### src/rtl/seq_pkg.sv
package seq_pkg;

  typedef enum logic [2:0] {
    ST_IDLE,
    ST_CAP_WAIT,
    ST_CAP_WR,
    ST_PLAY_WAIT,
    ST_PLAY_RDA,
    ST_PLAY_RDB
  } seqState_t;

  // strobes from control to datapath
  typedef struct packed {
    logic capCfg;   // latch capture settings
    logic playCfg;  // latch replay settings
    logic offClr;   // reset offset to 0
    logic offInc;   // advance offset
    logic sample;   // take a channel sample
    logic selB;     // address region B
    logic latchA;   // hold read data A
    logic loadOut;  // load both output registers
  } seqStrobe_t;

  // tick period multiplier per rate code; out-of-range codes use the slowest
  function automatic int unsigned rateMult(input logic [3:0] code);
    case (code)
      4'd0:    return 30;
      4'd1:    return 25;
      4'd2:    return 20;
      4'd3:    return 15;
      4'd4:    return 12;
      4'd5:    return 10;
      4'd6:    return 6;
      4'd7:    return 5;
      4'd8:    return 4;
      default: return 30;
    endcase
  endfunction

endpackage

### src/rtl/seq_tick.sv
module seq_tick #(
  parameter int unsigned TICK_BASE = 400,
  parameter int unsigned CNT_W     = 14
) (
  input  logic       clk,
  input  logic       rstN,
  input  logic       en,
  input  logic [3:0] rateSel,
  output logic       tick
);
  import seq_pkg::*;

  logic [CNT_W-1:0] cnt;
  logic [CNT_W-1:0] divVal;

  assign divVal = CNT_W'(TICK_BASE * rateMult(rateSel));
  // ">=" lets a rate change to a shorter period take effect at once
  assign tick   = en && (cnt >= divVal - CNT_W'(1));

  always_ff @(posedge clk) begin
    if (!rstN)            cnt <= '0;
    else if (!en || tick) cnt <= '0;
    else                  cnt <= cnt + CNT_W'(1);
  end

  AST_TICK_SPACED: assert property (@(posedge clk) disable iff (!rstN)
    tick |=> !tick);

endmodule

### src/rtl/seq_ctrl.sv
module seq_ctrl (
  input  logic                clk,
  input  logic                rstN,
  input  logic                capStart,
  input  logic                playStart,
  input  logic                playStop,
  input  logic                tick,
  input  logic                memAck,
  input  logic                offLast,
  output seq_pkg::seqStrobe_t strobe,
  output logic                memReq,
  output logic                memWe,
  output logic                busy,
  output logic                overrun
);
  import seq_pkg::*;

  seqState_t state, stateNext;
  logic      stopPend;
  logic      startTaken;
  logic      accessPending;

  assign startTaken    = (state == ST_IDLE) && (capStart || playStart);
  assign accessPending = (state == ST_CAP_WR) || (state == ST_PLAY_RDA) ||
                         (state == ST_PLAY_RDB);
  assign busy          = (state != ST_IDLE);

  always_comb begin
    stateNext = state;
    strobe    = '0;
    memReq    = 1'b0;
    memWe     = 1'b0;
    case (state)
      ST_IDLE: begin
        if (capStart) begin
          strobe.capCfg = 1'b1;
          strobe.offClr = 1'b1;
          stateNext     = ST_CAP_WAIT;
        end else if (playStart) begin
          strobe.playCfg = 1'b1;
          strobe.offClr  = 1'b1;
          stateNext      = ST_PLAY_WAIT;
        end
      end
      ST_CAP_WAIT: begin
        if (tick) begin
          strobe.sample = 1'b1;
          stateNext     = ST_CAP_WR;
        end
      end
      ST_CAP_WR: begin
        memReq = 1'b1;
        memWe  = 1'b1;
        if (memAck) begin
          strobe.offInc = 1'b1;
          stateNext     = offLast ? ST_IDLE : ST_CAP_WAIT;
        end
      end
      ST_PLAY_WAIT: begin
        if (tick) stateNext = ST_PLAY_RDA;
      end
      ST_PLAY_RDA: begin
        memReq = 1'b1;
        if (memAck) begin
          strobe.latchA = 1'b1;
          stateNext     = ST_PLAY_RDB;
        end
      end
      ST_PLAY_RDB: begin
        memReq      = 1'b1;
        strobe.selB = 1'b1;
        if (memAck) begin
          strobe.loadOut = 1'b1;
          strobe.offInc  = 1'b1;
          stateNext = (offLast && (stopPend || playStop)) ? ST_IDLE : ST_PLAY_WAIT;
        end
      end
      default: stateNext = ST_IDLE;
    endcase
  end

  always_ff @(posedge clk) begin
    if (!rstN) begin
      state    <= ST_IDLE;
      stopPend <= 1'b0;
      overrun  <= 1'b0;
    end else begin
      state <= stateNext;
      if (startTaken)                     stopPend <= 1'b0;
      else if (playStop && busy)          stopPend <= 1'b1;
      if (startTaken)                     overrun  <= 1'b0;
      else if (tick && accessPending)     overrun  <= 1'b1;
    end
  end

  AST_IDLE_QUIET: assert property (@(posedge clk) disable iff (!rstN)
    (state == ST_IDLE) |-> !memReq);
  AST_OVR_STICKY: assert property (@(posedge clk) disable iff (!rstN)
    (overrun && !startTaken) |=> overrun);
  AST_OVR_SET: assert property (@(posedge clk) disable iff (!rstN)
    (tick && memReq && !memAck && !startTaken) |=> overrun);

endmodule

### src/rtl/seq_dpath.sv
module seq_dpath #(
  parameter int unsigned OFF_W    = 13,
  parameter int unsigned CFG_W    = 16,
  parameter int unsigned TRIG_LEN = 4
) (
  input  logic                clk,
  input  logic                rstN,
  input  seq_pkg::seqStrobe_t strobe,
  input  logic                capSel,
  input  logic [1:0]          capRegion,
  input  logic [1:0]          playRegA,
  input  logic [1:0]          playRegB,
  input  logic                playEnA,
  input  logic                playEnB,
  input  logic [7:0]          chanA,
  input  logic [7:0]          chanB,
  input  logic [7:0]          memRData,
  input  logic                trigWrEn,
  input  logic [CFG_W-1:0]    trigWrData,
  output logic [OFF_W+1:0]    memAddr,
  output logic [7:0]          memWData,
  output logic                offLast,
  output logic [7:0]          outA,
  output logic [7:0]          outB,
  output logic                trigOut,
  output logic                trigErr
);
  import seq_pkg::*;

  localparam int unsigned REGION_WORDS = 1 << OFF_W;
  localparam int unsigned TC_W         = $clog2(TRIG_LEN + 1);

  logic             modeCap;
  logic             capSelR;
  logic [1:0]       capRegR, regAR, regBR;
  logic             enAR, enBR;
  logic [OFF_W-1:0] off;
  logic [7:0]       wdata, holdA;
  logic [OFF_W-1:0] trigOff;
  logic [TC_W-1:0]  trigCnt;
  logic [1:0]       region;
  logic             trigBad;

  assign region   = modeCap ? capRegR : (strobe.selB ? regBR : regAR);
  assign memAddr  = {region, off};
  assign memWData = wdata;
  assign offLast  = &off;
  assign trigOut  = (trigCnt != '0);
  assign trigBad  = (trigWrData >= CFG_W'(REGION_WORDS));

  // configuration latched at start
  always_ff @(posedge clk) begin
    if (!rstN) begin
      modeCap <= 1'b0;
      capSelR <= 1'b0;
      capRegR <= '0;
      regAR   <= '0;
      regBR   <= '0;
      enAR    <= 1'b0;
      enBR    <= 1'b0;
    end else if (strobe.capCfg) begin
      modeCap <= 1'b1;
      capSelR <= capSel;
      capRegR <= capRegion;
    end else if (strobe.playCfg) begin
      modeCap <= 1'b0;
      regAR   <= playRegA;
      regBR   <= playRegB;
      enAR    <= playEnA;
      enBR    <= playEnB;
    end
  end

  // offset, sample and read data
  always_ff @(posedge clk) begin
    if (!rstN) begin
      off   <= '0;
      wdata <= '0;
      holdA <= '0;
      outA  <= '0;
      outB  <= '0;
    end else begin
      if (strobe.offClr)      off <= '0;
      else if (strobe.offInc) off <= off + OFF_W'(1);
      if (strobe.sample)      wdata <= capSelR ? chanB : chanA;
      if (strobe.latchA)      holdA <= memRData;
      if (strobe.loadOut) begin
        if (enAR) outA <= holdA;
        if (enBR) outB <= memRData;
      end
    end
  end

  // trigger offset register and pulse
  always_ff @(posedge clk) begin
    if (!rstN) begin
      trigOff <= '0;
      trigErr <= 1'b0;
      trigCnt <= '0;
    end else begin
      trigErr <= trigWrEn && trigBad;
      if (trigWrEn && !trigBad) trigOff <= trigWrData[OFF_W-1:0];
      if (strobe.loadOut && (off == trigOff)) trigCnt <= TC_W'(TRIG_LEN);
      else if (trigCnt != '0)                 trigCnt <= trigCnt - TC_W'(1);
    end
  end

  AST_TRIG_AFTER_LOAD: assert property (@(posedge clk) disable iff (!rstN)
    $rose(trigOut) |-> $past(strobe.loadOut));
  AST_TRIG_REJECT: assert property (@(posedge clk) disable iff (!rstN)
    (trigWrEn && trigBad) |=> (trigErr && $stable(trigOff)));
  AST_OUT_A_HOLD: assert property (@(posedge clk) disable iff (!rstN)
    !(strobe.loadOut && enAR) |=> $stable(outA));
  AST_OUT_B_HOLD: assert property (@(posedge clk) disable iff (!rstN)
    !(strobe.loadOut && enBR) |=> $stable(outB));

endmodule

### src/rtl/capture_replay_seq.sv
module capture_replay_seq #(
  parameter int unsigned OFF_W     = 13,
  parameter int unsigned CFG_W     = 16,
  parameter int unsigned TICK_BASE = 400,
  parameter int unsigned TRIG_LEN  = 4
) (
  input  logic               clk,
  input  logic               rstN,
  input  logic [3:0]         rateSel,
  input  logic               capStart,
  input  logic               capSel,
  input  logic [1:0]         capRegion,
  input  logic               playStart,
  input  logic               playStop,
  input  logic [1:0]         playRegA,
  input  logic [1:0]         playRegB,
  input  logic               playEnA,
  input  logic               playEnB,
  input  logic               trigWrEn,
  input  logic [CFG_W-1:0]   trigWrData,
  input  logic [7:0]         chanA,
  input  logic [7:0]         chanB,
  output logic               memReq,
  output logic               memWe,
  output logic [OFF_W+1:0]   memAddr,
  output logic [7:0]         memWData,
  input  logic               memAck,
  input  logic [7:0]         memRData,
  output logic [7:0]         outA,
  output logic [7:0]         outB,
  output logic               trigOut,
  output logic               trigErr,
  output logic               busy,
  output logic               overrun
);
  import seq_pkg::*;

  localparam int unsigned CNT_W = $clog2(TICK_BASE * 30 + 1);

  seqStrobe_t strobe;
  logic       tick;
  logic       offLast;

  seq_tick #(.TICK_BASE(TICK_BASE), .CNT_W(CNT_W)) u_tick (
    .clk(clk), .rstN(rstN), .en(busy), .rateSel(rateSel), .tick(tick)
  );

  seq_ctrl u_ctrl (
    .clk(clk), .rstN(rstN), .capStart(capStart), .playStart(playStart),
    .playStop(playStop), .tick(tick), .memAck(memAck), .offLast(offLast),
    .strobe(strobe), .memReq(memReq), .memWe(memWe), .busy(busy),
    .overrun(overrun)
  );

  seq_dpath #(.OFF_W(OFF_W), .CFG_W(CFG_W), .TRIG_LEN(TRIG_LEN)) u_dpath (
    .clk(clk), .rstN(rstN), .strobe(strobe), .capSel(capSel),
    .capRegion(capRegion), .playRegA(playRegA), .playRegB(playRegB),
    .playEnA(playEnA), .playEnB(playEnB), .chanA(chanA), .chanB(chanB),
    .memRData(memRData), .trigWrEn(trigWrEn), .trigWrData(trigWrData),
    .memAddr(memAddr), .memWData(memWData), .offLast(offLast),
    .outA(outA), .outB(outB), .trigOut(trigOut), .trigErr(trigErr)
  );

  AST_REQ_HOLD: assert property (@(posedge clk) disable iff (!rstN)
    (memReq && !memAck) |=> (memReq && $stable(memAddr) && $stable(memWe)));

endmodule

### config.mk
export PLATFORM = sky130hd
export DESIGN_NAME = capture_replay_seq
export DESIGN_NICKNAME = d
export VERILOG_FILES = /design/src/rtl/seq_pkg.sv /design/src/rtl/seq_tick.sv /design/src/rtl/seq_ctrl.sv /design/src/rtl/seq_dpath.sv /design/src/rtl/capture_replay_seq.sv
export SDC_FILE = /design/constraint.sdc
export NUM_CORES = 1
export LEC_CHECK = 0
export ABC_AREA = 1
export BUFFER_PORTS_ARGS = -buffer_cell sky130_fd_sc_hd__buf_2
export CORE_AREA = 2 2 94 186
export DETAILED_ROUTE_END_ITERATION = 16
export DIE_AREA = 0 0 96 188
export PLACE_DENSITY = 0.5
export SLEW_MARGIN = 20
export SYNTH_ARGS = -nofsm -noshare
export SYNTH_HDL_FRONTEND = slang
export SYNTH_SLANG_ARGS = --single-unit
### constraint.sdc
create_clock -name clk -period 9.3 [get_ports clk]
set_input_delay 1.86 -clock clk [delete_from_list [all_inputs] [get_ports clk]]
set_output_delay 1.86 -clock clk [all_outputs]
set_load 0.01 [all_outputs]
## Word level (Yosys, flattened, before mapping)

Memory sizes are Yosys's and may differ from the RTL's.
Index checks and enable logic that the tools add are counted.

| storage, ports and cells | value |
|---|---|
| register bits | 91 |
| input port bits | 60 |
| bits in read-only memories | 80 |
| logic and storage cells | 104 |
| latch bits | 0 |
| output and inout bits | 45 |
| memory bits (writable) | 0 |
| memories | 1 |

| cells by class | value |
|---|---|
| bitwise operators | 2 |
| reduce and logical (&&, ||, !) cells | 31 |
| equality and inequality tests | 12 |
| $mul | 1 |
| div/mod/pow operators | 0 |
| magnitude comparators | 2 |
| shifts and indexed selects | 0 |
| muxes and demuxes | 31 |
| add/subtract/negate cells | 4 |

Memory list:

| name | words | bits a word | read ports | clocked after memory_dff | write ports | line | source |
|---|---|---|---|---|---|---|---|
| (name not given) | 16 | 5 | 1 | 0 | 0 | seq_pkg.sv:26 | `case (code)` |

Operators with widths:

| operator | count |
|---|---|
| $mul 5x32->10 const A | 1 |
| $mux 3 | 10 |
| $pmux 3 s6 | 1 |
| $ge 16x14->1 const B | 1 |
| $mux 1 | 15 |
| $add 14x1->14 const B | 1 |
| $ge 14x14->1 | 1 |
| $sub 14x1->14 const B | 1 |
| $add 13x1->13 const B | 1 |
| $eq 13x13->1 | 1 |
| $reduce_and 13->1 | 1 |
| $reduce_or 2->1 | 5 |
| $logic_and 1x1->1 | 8 |
| $mux 2 | 4 |
| $mux 8 | 1 |
| $eq 3x2->1 const B | 2 |
| $eq 3x3->1 const B | 2 |
| $ne 2x2->1 const B | 3 |
| $reduce_and 2->1 | 3 |
| $reduce_and 6->1 | 1 |
| $reduce_bool 3->1 | 2 |
| $logic_or 1x1->1 | 5 |
| $ne 2x1->1 const B | 2 |
| $reduce_bool 2->1 | 2 |
| other kinds (7) | 9 |

## Depth between registers and ports, before layout

An unclocked memory read counts as a cell.

| depth | value |
|---|---|
| depth after elaboration | 7 |
| depth in mapped cells | 30 |
| mapped depth without buffers | 30 |

## By module

Synthesis repeated with hierarchy kept, for this count alone.

| unflattened totals | value |
|---|---|
| cell total of the unflattened synthesis | 727 |
| area, all modules | 5089.9 µm² |

By module, submodules not included:

| module | sequential area each (µm²) | cells each | area each (µm²) | instances |
|---|---|---|---|---|
| seq_dpath | 1441.4 | 429 | 3049.2 | 1 |
| seq_tick | 280.3 | 237 | 1674.1 | 1 |
| seq_ctrl | 100.1 | 61 | 366.6 | 1 |

## Worst setup path before layout

No wires, ideal clock.

| timing path | value |
|---|---|
| kind | input to register |
| from | in rateSel[0] |
| to | reg u_tick.cnt[10] |
| stages on the path | 26 |
| path slack | 3618 ps |
| path buffers | 1 |
| library setup time | 70 ps |
| required time | 9230 ps |
| arrival | 5612 ps |
| cell sequence | inv_1 ha_1 xor2_1 nand2_1 nand2_1 ha_1 ha_1 ha_1 inv_1 fa_1 xor2_1 nand3_1 nand3b_1 nor2_1 nand2_1 nand2_1 nand2_1 ha_1 nand2_1 inv_1 a21oi_1 nand3_2 nor2_1 nand2_1 buf_6 a21oi_1 |

| between the ends | value |
|---|---|
| longest elaborated chain between the ends | 7 |

Ends and longest elaborated chain:

| element | line | source |
|---|---|---|
| from (decl) | capture_replay_seq.sv:9 | `input logic [3:0] rateSel,` |
| $mem_v2 16x5 | -- |  |
| $mul 5x32->10 | seq_tick.sv:16 | `assign divVal = CNT_W'(TICK_BASE * rateMult(rateSel));` |
| $sub 14x1->14 | seq_tick.sv:18 | `assign tick = en && (cnt >= divVal - CNT_W'(1));` |
| $ge 14x14->1 | seq_tick.sv:18 |  |
| $logic_and 1x1->1 | seq_tick.sv:18 |  |
| $logic_or 1x1->1 | seq_tick.sv:22 | `else if (!en \|\| tick) cnt <= '0;` |
| $reduce_or 2->1 (no line) | -- |  |
| to (signal assigned) | seq_tick.sv:23 | `else cnt <= cnt + CNT_W'(1);` |
| to (decl) | seq_tick.sv:13 | `logic [CNT_W-1:0] cnt;` |

No other way between the ends.
A chain may end at the register's enable or synchronous reset.

## Worst setup path after layout

| timing path | value |
|---|---|
| from | in rateSel[0] |
| to | reg u_tick.cnt[2] |

Same word-level chain as after synthesis.

==> results.md <==
* Core area at ~17,000 um^2
* Setup_tns at 0 ps
* Largest area contributor in the netlist: dfxtp_1
* Horiz. Die Dim at 96 um
* # Max-Cap Violations at 0
* Via density at between 4 and 5
* CTS tree: done
* Die Ht at 188 um
* FF+latch count, synth at 91
* Final worst path period share at between 60% and 70%
* IO Port Bufs at ~100
* Sequential share of the synthesized area at between 30% and 40%
* Worst Setup Path Type: in2reg
* Number of synthesized flops with an enable pin at 0
* GPL Wtd Cong at approximately 0.80
* Max Fanout on Critical Path at 18
* Area Overhead vs Synth at 20.31%
* Area of placed instances at ~5600 um^2
* RSZ-0062 raised after global routing: no
* # IOs at about 110
* Placement Rows at between 60 and 70
* Detail Route Antenna Nets at 0
* Synth top cells by count: 127 x nand2_1, 91 x dfxtp_1, 90 x nor2_1
* Total CTS buffers at 9
* Minimum clock period at 6229 ps
* CTS H-tree depth at 3
* Status: completed
* Worst vdd ir at 0.09591 mV
* Vias in the first global route at approximately 4,300
* First-pass GRT wire length at 20.64 mm
* Final Setup Violations at 0
* Yosys warning total at 0
* Worst-path clk slew at 60 ps
* Critical path arrival at between 6000 and 7000 ps
* Maximum clock rate at between 150 and 200 MHz
* Worst Hold Class: reg2reg
* CTS Root Cell: clkbuf_16
* Worst-Margin Slew at around 1000 ps
* Power density over the cells at around 190 nW/um^2
* Post-CTS Setup Inserts at 0
* GRT overflow at 0
* Fraction of layout cells with a size suffix above 1 at 18.63%
* Post-synth top area share at 37.24%
* CP endpoint kind: flop
* Layout Skew at 8.043 ps
* Finished Cell Area at just under 6000 um^2
* Initial antenna violation count at 0
* Final nets at roughly 870
* Final count of hold timing violations at 0
* Num Clock Sinks at 91
* Initial core utilization at 29.33%
* FILL cells at about 1,800
* Cells after synthesis at 670
* Pre-Repair DR Iteration Count at 4
* CTS-repair resized insts at 0
* Post-CTS Hold Buffers at 0
* Clk Latency, worst-skew pair at ~340 ps
* Top area cells in the synthesized netlist: dfxtp_1 37%, nand2_1 9.7%, ha_1 9.2%, a21oi_1 7.1%, nor2_1 6.9%
* Leakage at around 0.0027 uW
* Final slew viol count at 0
* Mapped cell area at between 4000 and 5000 um^2
* DRT iter0 DRCs at 100
* Die area at approximately 18,000 um^2
* Worst Path Required at about 9600 ps
* Netlist cell types at 38
* CTS max path bufs at 2
* GRT Util Overall at 14.66%
* Max-slew headroom at approximately a third
* Main synth FF type: dfxtp_1
* HPWL after DPL at roughly 10 mm
* CP startpoint kind: input pin
* Average size of a mapped cell at between 7 and 8 um^2
* Largest net degree at the start of global routing at 48
* DRT Wirelength at 12.48 mm
* Avg WL per Cell at 12.73 um
* FFs w/ async S/R, synth at 0%
* Vias post-DR at around 4,400
* Syn nets at 767
* Top-count cell post-synth: nand2_1
* Post-route DRC at 0
* Ant. Diodes at 0
==> flip-flops by register name (all words and copies together), names as in the netlist, 2 cells and up <==
signal,count
u_dpath.capRegR,2
u_dpath.outA,8
u_dpath.memWData,8
u_dpath.holdA,8
u_dpath.off,13
u_ctrl.state,3
u_dpath.regBR,2
u_dpath.trigOff,13
u_tick.cnt,14
u_dpath.regAR,2
u_dpath.outB,8
u_dpath.trigCnt,3
==> cell usage in the layout (no fill, tap or decap), drive strengths merged <==
cell type and instances:
nor4 1, and2 1, dfxtp 91, bufinv 1
o21ai 40, fa 1, nor3 10, nand4 13
o21a 2, inv 76, nand3 40, and3 1
clkinvlp 1, clkbuf 11, nand3b 2, clkinv 4
a211oi 1, nor2 95, a21oi 69, xnor2 12
ha 36, a31oi 3, xor2 20, or2 5
buf 105, nand2 132
==> metal layers <==
layer  vias to the layer above  share of wire (%)  track usage (%)
met5                         -                  0                0
met4                         0                2.9            6.923
met3                        23                3.5            2.571
met2                        71                 58            28.55
met1                      1964                 36            13.93
li1                       2363                  -                -
==> cell families after synthesis <==
kind of cell	count (synthesis)	share of synthesized area, %
and+or+nand+nor	300	27.54
adders and majority gates	37	9.616
AOI/OAI and AO/OA	115	12.10
xor gates and xnor gates	32	5.729
buffers and inverters	95	7.775
DFF	91	37.24
==> worst paths after layout <==
path	startpoint	slack, ps	cells past startpoint	endpoint
worst max-delay path	rateSel[0]	3070	26	u_tick.cnt[2]$_SDFF_PP0_
worst min-delay path	u_tick.cnt[0]$_SDFF_PP0_	440	1	u_tick.cnt[0]$_SDFF_PP0_
worst max register to register	u_tick.cnt[11]$_SDFF_PP0_	7160	8	u_tick.cnt[2]$_SDFF_PP0_
worst min register to register	u_tick.cnt[0]$_SDFF_PP0_	440	1	u_tick.cnt[0]$_SDFF_PP0_
==> worst max-delay path, cell delays in order <==
cell and delay, ps:
buf_2 100, inv_1 70, ha_1 300, xor2_1 140
nand2_1 50, nand2_1 120, ha_1 330, ha_1 280
ha_1 150, inv_1 70, fa_1 390, xor2_1 270
nand3_1 110, nand3b_1 220, nor2_1 150, nand2_1 70
nand2_1 60, nand2_1 50, ha_1 280, nand2_1 70
inv_1 40, a21oi_1 220, nand3_2 340, nor2_1 180
nand2_1 320, nor3_1 220
==> per-stage QoR <==
step	setup WS, ps	hold WS [ps]	util, %	power [uW]	cells
final	3071	444.5	35.28	1105	980
after global placement	2777	430.9	33.52	756.7	965
after CTS	3043	448.2	35.28	1125	980
after floorplan	3618	417.8	-	673.4	670
after global routing	2439	473.9	35.28	1186	980
after detailed placement	2680	433.4	33.52	755.7	965
==> power breakdown <==
part / total [uW] / switching [uW] / internal, uW
combinational: 304 / 196 / 108
sequential: 438 / 21.0 / 417
clock: 363 / 149 / 214
==> layout make-up <==
cell class,instances,area (um^2),area share [%]
inverter,78,292.8,4.974
timing repair buffer,105,528.0,8.971
clock buffer,11,242.7,4.124
clock inverter,4,51.30,0.8716
sequential,91,1822,30.95
multi-input combinational,484,2690,45.71
tap,207,259.0,4.401
Power figures use the tool's default switching activity.
